--- src/rtl/bsc_rx_pkg.sv ---
package bsc_rx_pkg;
  localparam int NCODE = 11;

  typedef enum logic [4:0] {
    ST_IDLE, ST_HDR_START, ST_HDR, ST_NT_START, ST_NT,
    ST_DLE_FIRST, ST_DLE_IN, ST_T_DATA, ST_T_ESC,
    ST_ITB_C1, ST_ITB_C2, ST_ITB_NT, ST_ITB_T,
    ST_END_C1, ST_END_C2, ST_FILL1, ST_FILL2
  } state_t;

  // Order matches the packed code vector built in the top (index + 1).
  typedef enum logic [3:0] {
    CC_DATA, CC_SYN, CC_DLE, CC_STX, CC_SOH, CC_ETX,
    CC_ETB, CC_ITB, CC_ENQ, CC_NAK, CC_EOT, CC_BEL
  } cclass_t;

  localparam logic [7:0] CODE_DONE    = 8'h80;
  localparam logic [7:0] CODE_CRC_BAD = 8'h40;
  localparam logic [7:0] CODE_ILLEGAL = 8'h08;
endpackage

--- src/rtl/bsc_rx_classify.sv ---
module bsc_rx_classify
  import bsc_rx_pkg::*;
#(
  parameter int CW = 8
) (
  input  logic [CW-1:0]       ch,
  input  logic [NCODE*CW-1:0] codes,
  output cclass_t             cls
);
  logic [NCODE-1:0] hit;

  genvar g;
  generate
    for (g = 0; g < NCODE; g++) begin : g_cmp
      assign hit[g] = (ch == codes[g*CW +: CW]);
    end
  endgenerate

  // Lowest index wins when configured values collide.
  always_comb begin
    cls = CC_DATA;
    for (int i = NCODE - 1; i >= 0; i--) begin
      if (hit[i]) cls = cclass_t'(4'(i + 1));
    end
  end
endmodule

--- src/rtl/bsc_rx_fsm.sv ---
module bsc_rx_fsm
  import bsc_rx_pkg::*;
(
  input  logic       clk,
  input  logic       rst,
  input  logic       valid,
  input  cclass_t    cls,
  input  logic       eot_hunt,
  input  logic       crc_err,
  output logic       d_store,
  output logic       d_crc,
  output logic       d_chk,
  output logic       d_fin,
  output logic       d_hunt,
  output logic [7:0] d_code
);
  state_t st, nxt;
  logic   tflag, tflag_nxt;
  logic   hdr_path, nt_path;

  always_comb begin
    nxt      = st;
    d_store  = 1'b0;
    d_crc    = 1'b0;
    d_chk    = 1'b0;
    d_fin    = 1'b0;
    d_hunt   = 1'b0;
    d_code   = 8'h00;
    hdr_path = 1'b0;
    nt_path  = 1'b0;
    if (valid) begin
      case (st)
        ST_IDLE: begin
          case (cls)
            CC_SYN: ;
            CC_STX: begin d_store = 1'b1; nxt = ST_NT_START; end
            CC_SOH: begin d_store = 1'b1; nxt = ST_HDR_START; end
            CC_DLE: begin d_store = 1'b1; nxt = ST_DLE_FIRST; end
            CC_EOT: begin
              d_store = 1'b1;
              if (eot_hunt) d_hunt = 1'b1;
              else begin d_fin = 1'b1; d_code = CODE_DONE; end
            end
            CC_NAK, CC_ENQ, CC_BEL: begin
              d_store = 1'b1; d_fin = 1'b1; d_code = CODE_DONE;
            end
            default: d_store = 1'b1;
          endcase
        end
        ST_HDR_START, ST_HDR: begin
          if (cls == CC_SYN) nxt = ST_HDR_START;
          else hdr_path = 1'b1;
        end
        ST_NT_START, ST_NT, ST_ITB_NT: begin
          if (cls == CC_SYN) nxt = ST_NT_START;
          else nt_path = 1'b1;
        end
        ST_DLE_FIRST: begin
          d_store = 1'b1;
          if (cls == CC_STX) nxt = ST_T_DATA;
          else begin d_fin = 1'b1; d_code = CODE_DONE; end
        end
        ST_DLE_IN: begin
          d_store = 1'b1;
          if (cls == CC_STX) begin d_crc = 1'b1; nxt = ST_T_DATA; end
          else begin d_fin = 1'b1; d_code = CODE_ILLEGAL; end
        end
        ST_T_DATA: begin
          if (cls == CC_DLE) nxt = ST_T_ESC;
          else begin d_store = 1'b1; d_crc = 1'b1; end
        end
        ST_T_ESC: begin
          case (cls)
            CC_SYN: nxt = ST_T_DATA;
            CC_DLE: begin d_store = 1'b1; d_crc = 1'b1; nxt = ST_T_DATA; end
            CC_ETX, CC_ETB: begin d_store = 1'b1; d_crc = 1'b1; nxt = ST_END_C1; end
            CC_ITB: begin d_store = 1'b1; d_crc = 1'b1; nxt = ST_ITB_C1; end
            CC_ENQ: begin d_store = 1'b1; d_fin = 1'b1; d_code = CODE_DONE; end
            default: begin d_store = 1'b1; d_fin = 1'b1; d_code = CODE_ILLEGAL; end
          endcase
        end
        ST_ITB_C1: begin
          d_store = 1'b1; d_crc = 1'b1; d_chk = 1'b1; nxt = ST_ITB_C2;
        end
        ST_ITB_C2: begin
          d_store = 1'b1; d_crc = 1'b1; d_chk = 1'b1;
          nxt = tflag ? ST_ITB_T : ST_ITB_NT;
        end
        ST_ITB_T: begin
          case (cls)
            CC_SYN: ;
            CC_DLE: begin d_store = 1'b1; d_crc = 1'b1; nxt = ST_DLE_IN; end
            default: begin d_store = 1'b1; d_fin = 1'b1; d_code = CODE_ILLEGAL; end
          endcase
        end
        ST_END_C1: begin
          d_store = 1'b1; d_crc = 1'b1; d_chk = 1'b1; nxt = ST_END_C2;
        end
        ST_END_C2: begin
          d_store = 1'b1; d_crc = 1'b1; d_chk = 1'b1; nxt = ST_FILL1;
        end
        ST_FILL1: nxt = ST_FILL2;
        ST_FILL2: begin
          d_fin  = 1'b1;
          d_code = CODE_DONE | (crc_err ? CODE_CRC_BAD : 8'h00);
        end
        default: nxt = ST_IDLE;
      endcase

      if (hdr_path) begin
        d_store = 1'b1; d_crc = 1'b1;
        case (cls)
          CC_STX:         nxt = ST_NT;
          CC_DLE:         nxt = ST_DLE_IN;
          CC_ETX, CC_ETB: nxt = ST_END_C1;
          default:        nxt = ST_HDR;
        endcase
      end

      if (nt_path) begin
        d_store = 1'b1; d_crc = 1'b1;
        case (cls)
          CC_ETX, CC_ETB: nxt = ST_END_C1;
          CC_ITB:         nxt = ST_ITB_C1;
          CC_ENQ:         begin d_fin = 1'b1; d_code = CODE_DONE; end
          default:        nxt = ST_NT;
        endcase
      end

      if (d_fin) begin
        nxt    = ST_IDLE;
        d_hunt = 1'b1;
        d_crc  = 1'b1 & ~d_fin;
      end
    end
  end

  always_comb begin
    tflag_nxt = tflag;
    if (d_fin || nxt == ST_END_C1) tflag_nxt = 1'b0;
    else if (nxt == ST_T_DATA)     tflag_nxt = 1'b1;
  end

  always_ff @(posedge clk) begin
    if (rst) begin
      st    <= ST_IDLE;
      tflag <= 1'b0;
    end else begin
      st    <= nxt;
      tflag <= tflag_nxt;
    end
  end

  // the escape state is only reachable from transparent text.
  a_r7_esc_is_transparent: assert property (@(posedge clk) disable iff (rst)
    (st == ST_T_ESC) |-> tflag);
  // the post-ITB transparent wait needs the transparent flag.
  a_r10_itb_keeps_mode: assert property (@(posedge clk) disable iff (rst)
    (st == ST_ITB_T) |-> tflag);
  // the ending check characters are followed by the fill pair.
  a_r5_chk_then_fill: assert property (@(posedge clk) disable iff (rst)
    (st == ST_END_C2 && valid) |=> (st == ST_FILL1));
  // a finished frame always restarts from idle with the flag clear.
  a_r11_back_to_idle: assert property (@(posedge clk) disable iff (rst)
    d_fin |=> (st == ST_IDLE && !tflag));
endmodule

--- src/rtl/bsc_rx_outreg.sv ---
module bsc_rx_outreg #(
  parameter int CW = 8
) (
  input  logic          clk,
  input  logic          rst,
  input  logic          valid,
  input  logic [CW-1:0] ch,
  input  logic          d_store,
  input  logic          d_crc,
  input  logic          d_chk,
  input  logic          d_fin,
  input  logic          d_hunt,
  input  logic [7:0]    d_code,
  output logic          out_valid,
  output logic [CW-1:0] out_char,
  output logic          out_crc_en,
  output logic          out_chk,
  output logic          frame_end,
  output logic [7:0]    frame_code,
  output logic          hunt_req,
  output logic          crc_reset
);
  always_ff @(posedge clk) begin
    if (rst) begin
      out_valid  <= 1'b0;
      out_char   <= '0;
      out_crc_en <= 1'b0;
      out_chk    <= 1'b0;
      frame_end  <= 1'b0;
      frame_code <= 8'h00;
      hunt_req   <= 1'b0;
      crc_reset  <= 1'b0;
    end else begin
      out_valid  <= d_store;
      out_char   <= d_store ? ch : '0;
      out_crc_en <= d_store & d_crc & ~d_fin;
      out_chk    <= d_chk;
      frame_end  <= d_fin;
      frame_code <= d_fin ? d_code : 8'h00;
      hunt_req   <= d_hunt;
      crc_reset  <= d_fin;
    end
  end

  // a check character is always a stored character counted in the CRC.
  a_r5_chk_stored: assert property (@(posedge clk) disable iff (rst)
    out_chk |-> (out_valid && out_crc_en));
  // every frame end comes with a hunt request.
  a_r11_end_hunts: assert property (@(posedge clk) disable iff (rst)
    frame_end |-> (hunt_req && crc_reset && !out_crc_en));
  // completion codes are limited to the defined set.
  a_r8_code_set: assert property (@(posedge clk) disable iff (rst)
    frame_end |-> (frame_code == 8'h80 || frame_code == 8'hC0 || frame_code == 8'h08));
  // no output activity without a character strobe one cycle earlier.
  a_r1_needs_strobe: assert property (@(posedge clk) disable iff (rst)
    (out_valid || frame_end || hunt_req) |-> $past(valid));
endmodule

--- src/rtl/bsc_rx_parser.sv ---
module bsc_rx_parser
  import bsc_rx_pkg::*;
#(
  parameter int CW = 8
) (
  input  logic          clk,
  input  logic          rst,
  input  logic          rx_valid,
  input  logic [CW-1:0] rx_char,
  input  logic [CW-1:0] cfg_syn,
  input  logic [CW-1:0] cfg_dle,
  input  logic [CW-1:0] cfg_stx,
  input  logic [CW-1:0] cfg_soh,
  input  logic [CW-1:0] cfg_etx,
  input  logic [CW-1:0] cfg_etb,
  input  logic [CW-1:0] cfg_itb,
  input  logic [CW-1:0] cfg_enq,
  input  logic [CW-1:0] cfg_nak,
  input  logic [CW-1:0] cfg_eot,
  input  logic [CW-1:0] cfg_bel,
  input  logic          cfg_eot_hunt,
  input  logic          crc_err_in,
  output logic          out_valid,
  output logic [CW-1:0] out_char,
  output logic          out_crc_en,
  output logic          out_chk,
  output logic          frame_end,
  output logic [7:0]    frame_code,
  output logic          hunt_req,
  output logic          crc_reset
);
  logic [NCODE*CW-1:0] codes;
  cclass_t             cls;
  logic                d_store, d_crc, d_chk, d_fin, d_hunt;
  logic [7:0]          d_code;

  assign codes = {cfg_bel, cfg_eot, cfg_nak, cfg_enq, cfg_itb, cfg_etb,
                  cfg_etx, cfg_soh, cfg_stx, cfg_dle, cfg_syn};

  bsc_rx_classify #(.CW(CW)) u_cls (
    .ch    (rx_char),
    .codes (codes),
    .cls   (cls)
  );

  bsc_rx_fsm u_fsm (
    .clk      (clk),
    .rst      (rst),
    .valid    (rx_valid),
    .cls      (cls),
    .eot_hunt (cfg_eot_hunt),
    .crc_err  (crc_err_in),
    .d_store  (d_store),
    .d_crc    (d_crc),
    .d_chk    (d_chk),
    .d_fin    (d_fin),
    .d_hunt   (d_hunt),
    .d_code   (d_code)
  );

  bsc_rx_outreg #(.CW(CW)) u_out (
    .clk        (clk),
    .rst        (rst),
    .valid      (rx_valid),
    .ch         (rx_char),
    .d_store    (d_store),
    .d_crc      (d_crc),
    .d_chk      (d_chk),
    .d_fin      (d_fin),
    .d_hunt     (d_hunt),
    .d_code     (d_code),
    .out_valid  (out_valid),
    .out_char   (out_char),
    .out_crc_en (out_crc_en),
    .out_chk    (out_chk),
    .frame_end  (frame_end),
    .frame_code (frame_code),
    .hunt_req   (hunt_req),
    .crc_reset  (crc_reset)
  );
endmodule

--- config.mk ---
export PLATFORM = sky130hd
export DESIGN_NAME = bsc_rx_parser
export DESIGN_NICKNAME = d
export VERILOG_FILES = /design/src/rtl/bsc_rx_pkg.sv /design/src/rtl/bsc_rx_classify.sv /design/src/rtl/bsc_rx_fsm.sv /design/src/rtl/bsc_rx_outreg.sv /design/src/rtl/bsc_rx_parser.sv
export SDC_FILE = /design/constraint.sdc
export NUM_CORES = 1
export LEC_CHECK = 0
export BUFFER_PORTS_ARGS = -buffer_cell sky130_fd_sc_hd__buf_4
export CAP_MARGIN = 30
export CELL_PAD_IN_SITES_DETAIL_PLACEMENT = 1
export CELL_PAD_IN_SITES_GLOBAL_PLACEMENT = 1
export CORE_ASPECT_RATIO = 0.6
export CORE_MARGIN = 5
export CORE_UTILIZATION = 36
export CTS_CLUSTER_DIAMETER = 40
export DETAILED_ROUTE_END_ITERATION = 12
export PLACE_DENSITY = 0.86
export SLEW_MARGIN = 0
export SYNTH_ARGS = -nofsm -noshare
export SYNTH_HDL_FRONTEND = slang
export SYNTH_SLANG_ARGS = --single-unit
--- constraint.sdc ---
create_clock -name clk -period 4.4 [get_ports clk]
set_input_delay 0.22 -clock clk [delete_from_list [all_inputs] [get_ports clk]]
set_output_delay 0.22 -clock clk [all_outputs]
set_load 0.05 [all_outputs]
==> tab_implementation.tex <==
\begin{tabular}{lr}
\hline
Metric & Value \\
\hline
\multicolumn{2}{l}{\textbf{Status}} \\
\quad Outcome & completed \\
\multicolumn{2}{l}{\textbf{Pwr}} \\
\quad Share of power burned in registers & 0.282 \\
\quad Net switching fraction of the power & 0.311 \\
\quad Static leakage power & 0.00156 µW \\
\quad Internal portion of total power & 511 µW \\
\quad Clk pwr share & 0.351 \\
\quad Max VDD drop & 0.000135 V \\
\quad Total power draw & 742 µW \\
\quad Combinational share of power & 0.366 \\
\quad Sw power & 230 µW \\
\quad Ratio of total power to cell area & 198 nW/µm² \\
\multicolumn{2}{l}{\textbf{Floorplan}} \\
\quad Ports & 123 \\
\quad Initial core utilization & 0.378 \\
\quad DIE HEIGHT & 78.2 µm \\
\quad Std cell rows & 24 \\
\quad DIE WIDTH & 124 µm \\
\quad Core area & 7390 µm² \\
\quad Die area & 9660 µm² \\
\multicolumn{2}{l}{\textbf{STA}} \\
\quad Setup violations, final & 0 \\
\quad Setup Skew & 12.7 ps \\
\quad RSZ-0062 raised after global routing & false \\
\quad Worst-case hold slack & 176 ps \\
\quad Final count of pins violating max slew & 0 \\
\quad Slew margin rel. & 0.441 \\
\quad Highest attainable clock frequency & 307 MHz \\
\quad Total negative slack & 0 ps \\
\quad Part of the cycle the worst path needs & 0.740 \\
\quad Number of hold violations in the final report & 0 \\
\quad Time the final worst path needs with I/O delays and setup & 3250 ps \\
\quad Transition at the pin with the smallest max-transition slack & 826 ps \\
\multicolumn{2}{l}{\textbf{Yosys}} \\
\quad Ys async rst share & 0 \\
\quad Count of different cell masters after synthesis & 67 \\
\quad Synthesized netlist cell count & 360 \\
\quad Cell Area, Synth & 2790 µm² \\
\quad Synthesized area per cell & 7.75 µm² \\
\quad Top FF cell, synth & dfxtp\_1 \\
\quad Register bit count reported by yosys & 22 \\
\quad Post-synth EDFFs & 0 \\
\quad Number of warnings issued by yosys & 0 \\
\quad Proportion of synthesized chip area in sequential cells & 0.158 \\
\multicolumn{2}{l}{\textbf{Global route}} \\
\quad Maximum number of pins on one net before global-route repair & 23 \\
\quad Global-route congestion overflow total & 0 \\
\quad Number of global-route vias before repair & 3219 \\
\quad Overall global routing resource usage & 0.228 \\
\quad Number of antenna violations at the first check in global routing & 0 \\
\quad First-pass GRT wire length & 17600 µm \\
\multicolumn{2}{l}{\textbf{Layout}} \\
\quad Finished Cell Area & 3750 µm² \\
\quad Proportion of layout cells with a drive suffix above 1 & 0.303 \\
\quad Count of nets after finishing & 560 \\
\quad Antenna Cells & 0 \\
\quad Util after Layout & 0.508 \\
\quad Area Overhead vs Synth & 34.6\% \\
\multicolumn{2}{l}{\textbf{Worst setup path}} \\
\quad Critical path class & flip-flop to flip-flop \\
\quad Arrival time of data at the critical path endpoint & 3410 ps \\
\quad Standard cell with the maximum stage delay on the critical path & dfxtp\_1 \\
\quad Critical path peak fanout & 22 \\
\quad Critical Path Start Type & flip-flop \\
\quad Critical path's most frequent cell & nor2\_1 \\
\quad CP cell instances & inv\_1 -> and3\_1 -> o21ai\_0 -> nor2\_1 -> a211oi\_2 -> nand2\_1 -> a2111oi\_2 -> nor2\_1 -> a211o\_1 \\
\quad Worst endpoint required time & 4560 ps \\
\quad Crit path largest cell delay & 790 ps \\
\quad Crit. End Element & flip-flop \\
\multicolumn{2}{l}{\textbf{Drt}} \\
\quad Vias/cell & 5.62 \\
\quad Via total after detailed routing & 3160 \\
\quad Avg WL per Cell & 19.8 µm \\
\quad Pre-Repair DR Iteration Count & 5 \\
\quad Number of DRC violations after detailed routing & 0 \\
\quad Number of DRC violations after detailed-routing iteration 0 & 293 \\
\quad Remaining antenna violation count after routing & 0 \\
\quad Final routed wirelength across all metal layers & 11200 µm \\
\multicolumn{2}{l}{\textbf{Placement}} \\
\quad Instance area after placement & 3650 µm² \\
\quad Number of buffers added on ports & 117 \\
\quad Placer Congestion & 0.986 \\
\quad Final HPWL DP & 9160 µm \\
\multicolumn{2}{l}{\textbf{Flow run}} \\
\quad Number of max-cap violations & 0 \\
\multicolumn{2}{l}{\textbf{Clock tree}} \\
\quad Clock sink count & 22 \\
\quad Post-CTS Repair Setup Buffers & 0 \\
\quad Number of buffers created by CTS & 3 \\
\quad Hold-fix buffers at CTS & 0 \\
\quad Max Buffers Root-to-Sink & 2 \\
\quad CTS root buffer & clkbuf\_16 \\
\quad Worst-skew pair later-pin latency & 270 ps \\
\quad H-tree depth reported by CTS & 1 \\
\quad Clock-pin slew on the worst setup and hold paths & 70 ps \\
\quad Number of gates given a new drive strength after cts & 0 \\
\quad TritonCTS clock tree & built \\
\multicolumn{2}{l}{\textbf{Worst hold path}} \\
\quad Type of the worst min-delay path & primary input to flip-flop \\
\hline
\end{tabular}
[final timing paths]
path	to	slack [ps]	cells after the start	start
setup / recovery	u_fsm.tflag	1150	9	u_fsm.st[2]
hold / removal	u_fsm.st[0]	180	2	rst
setup reg to reg	u_fsm.tflag	1150	9	u_fsm.st[2]
hold reg to reg	u_fsm.st[0]	690	2	u_fsm.st[0]
[stage by stage]
step | setup slack (ps) | std cells
6_report | 1150 | 562
5_1_grt | 893 | 562
4_1_cts | 1210 | 562
3_5_place_dp | 942 | 558
3_3_place_gp | 930 | 558
2_1_floorplan | 1670 | 364
[placed cells by master (no fill, tap or decap), types with 3 or more instances in the layout]
cell         n
nor2_1      28
nand2b_1    12
xnor2_1     33
a22oi_1      3
o21ai_0     14
nand2_1     22
nor4_1      12
or3_1        3
a21oi_1     17
a211oi_1     3
o211ai_1     7
nand4_1      9
a31oi_1      4
and2_1      11
nor2b_1      3
clkbuf_16    3
nand3_1      5
or2_2        3
conb_1       5
inv_1        5
xor2_1      55
buf_4      117
dfxtp_1     22
nor3_1      11
[power groups by stage]
stage | Sequential (µW) | Combinational [µW] | Clock [µW]
floorplan | 227 | 143 | 0
global placement | 214 | 260 | 0
detailed placement | 214 | 268 | 0
CTS | 209 | 270 | 260
global route | 210 | 290 | 276
finish | 209 | 272 | 261
[Yosys cell counts (2+ instances only)]
| cell type | count | area (µm²) |
|---|---|---|
| buf_6 | 2 | 22.5 |
| nand2b_1 | 12 | 75.1 |
| o211ai_1 | 7 | 52.6 |
| or3_1 | 3 | 18.8 |
| xor2_1 | 55 | 482 |
| a22oi_1 | 3 | 22.5 |
| nand4_1 | 9 | 56.3 |
| and2_1 | 11 | 68.8 |
| and3_1 | 2 | 12.5 |
| a311oi_1 | 2 | 17.5 |
| nor2_1 | 28 | 105 |
| nor4_1 | 12 | 75.1 |
| a211o_1 | 2 | 17.5 |
| o31a_1 | 2 | 17.5 |
| nand2_1 | 22 | 82.6 |
| xnor2_1 | 33 | 289 |
| a31oi_1 | 4 | 25.0 |
| nand3_1 | 5 | 25.0 |
| nor3_1 | 11 | 55.1 |
| or2_2 | 3 | 18.8 |
| nor2b_1 | 3 | 18.8 |
| nor2_2 | 2 | 12.5 |
| dfxtp_1 | 22 | 440 |
| nor4_4 | 2 | 42.5 |
| a22o_1 | 2 | 17.5 |
| clkbuf_1 | 12 | 45.0 |
| o21a_1 | 2 | 15.0 |
| o21ai_0 | 14 | 70.1 |
| buf_4 | 12 | 90.1 |
| a21oi_1 | 17 | 85.1 |
| a211oi_1 | 3 | 22.5 |
| inv_1 | 5 | 18.8 |
| o21ai_1 | 2 | 10.0 |
[layout make-up]
cell class,instances,area (µm²)
Multi-Input combinational cell,310,2180
Inverter,5,18.8
Timing Repair Buffer,117,878
Clock buffer,3,75.1
Clock inverter,1,30.0
Tap cell,104,130
Sequential cell,22,440
Fill cell,925,3630
[cells by family after synthesis]
| kind of cell | share of synthesized area |
|---|---|
| simple gates | 0.275 |
| xor+xnor | 0.282 |
| compound gates | 0.214 |
| buf+inv | 0.0651 |
| flops | 0.158 |
| mux | 0.00359 |
| other cells | 0.00134 |
[per-layer routing]
| layer | share of wire | routed length, µm | vias to the layer above | global-route usage |
|---|---|---|---|---|
| met5 | 0 | 0 | - | 0 |
| met4 | 0.015 | 163 | 0 | 0.0398 |
| met3 | 0.092 | 1030 | 20 | 0.0424 |
| met2 | 0.43 | 4750 | 159 | 0.344 |
| met1 | 0.47 | 5210 | 1518 | 0.338 |
| li1 | - | - | 1463 | - |
[registers in the layout, indices dropped and copies added (netlist names)]
signal / cells
u_out.frame_end: 1
u_out.out_chk: 1
u_out.out_valid: 1
u_fsm.st: 5
u_out.out_char: 8
u_out.frame_code: 3
u_out.hunt_req: 1
u_fsm.tflag: 1
u_out.out_crc_en: 1
[critical path: cells and delay by family (launching register included)]
kind / cells / cell delay (ps)
buffers and inverters: 1 / 190
AND/OR/NAND/NOR: 4 / 760
flip-flops: 1 / 790
AO/OA/AOI/OAI: 4 / 1410
No activity file was read; power rests on OpenSTA's default activity.
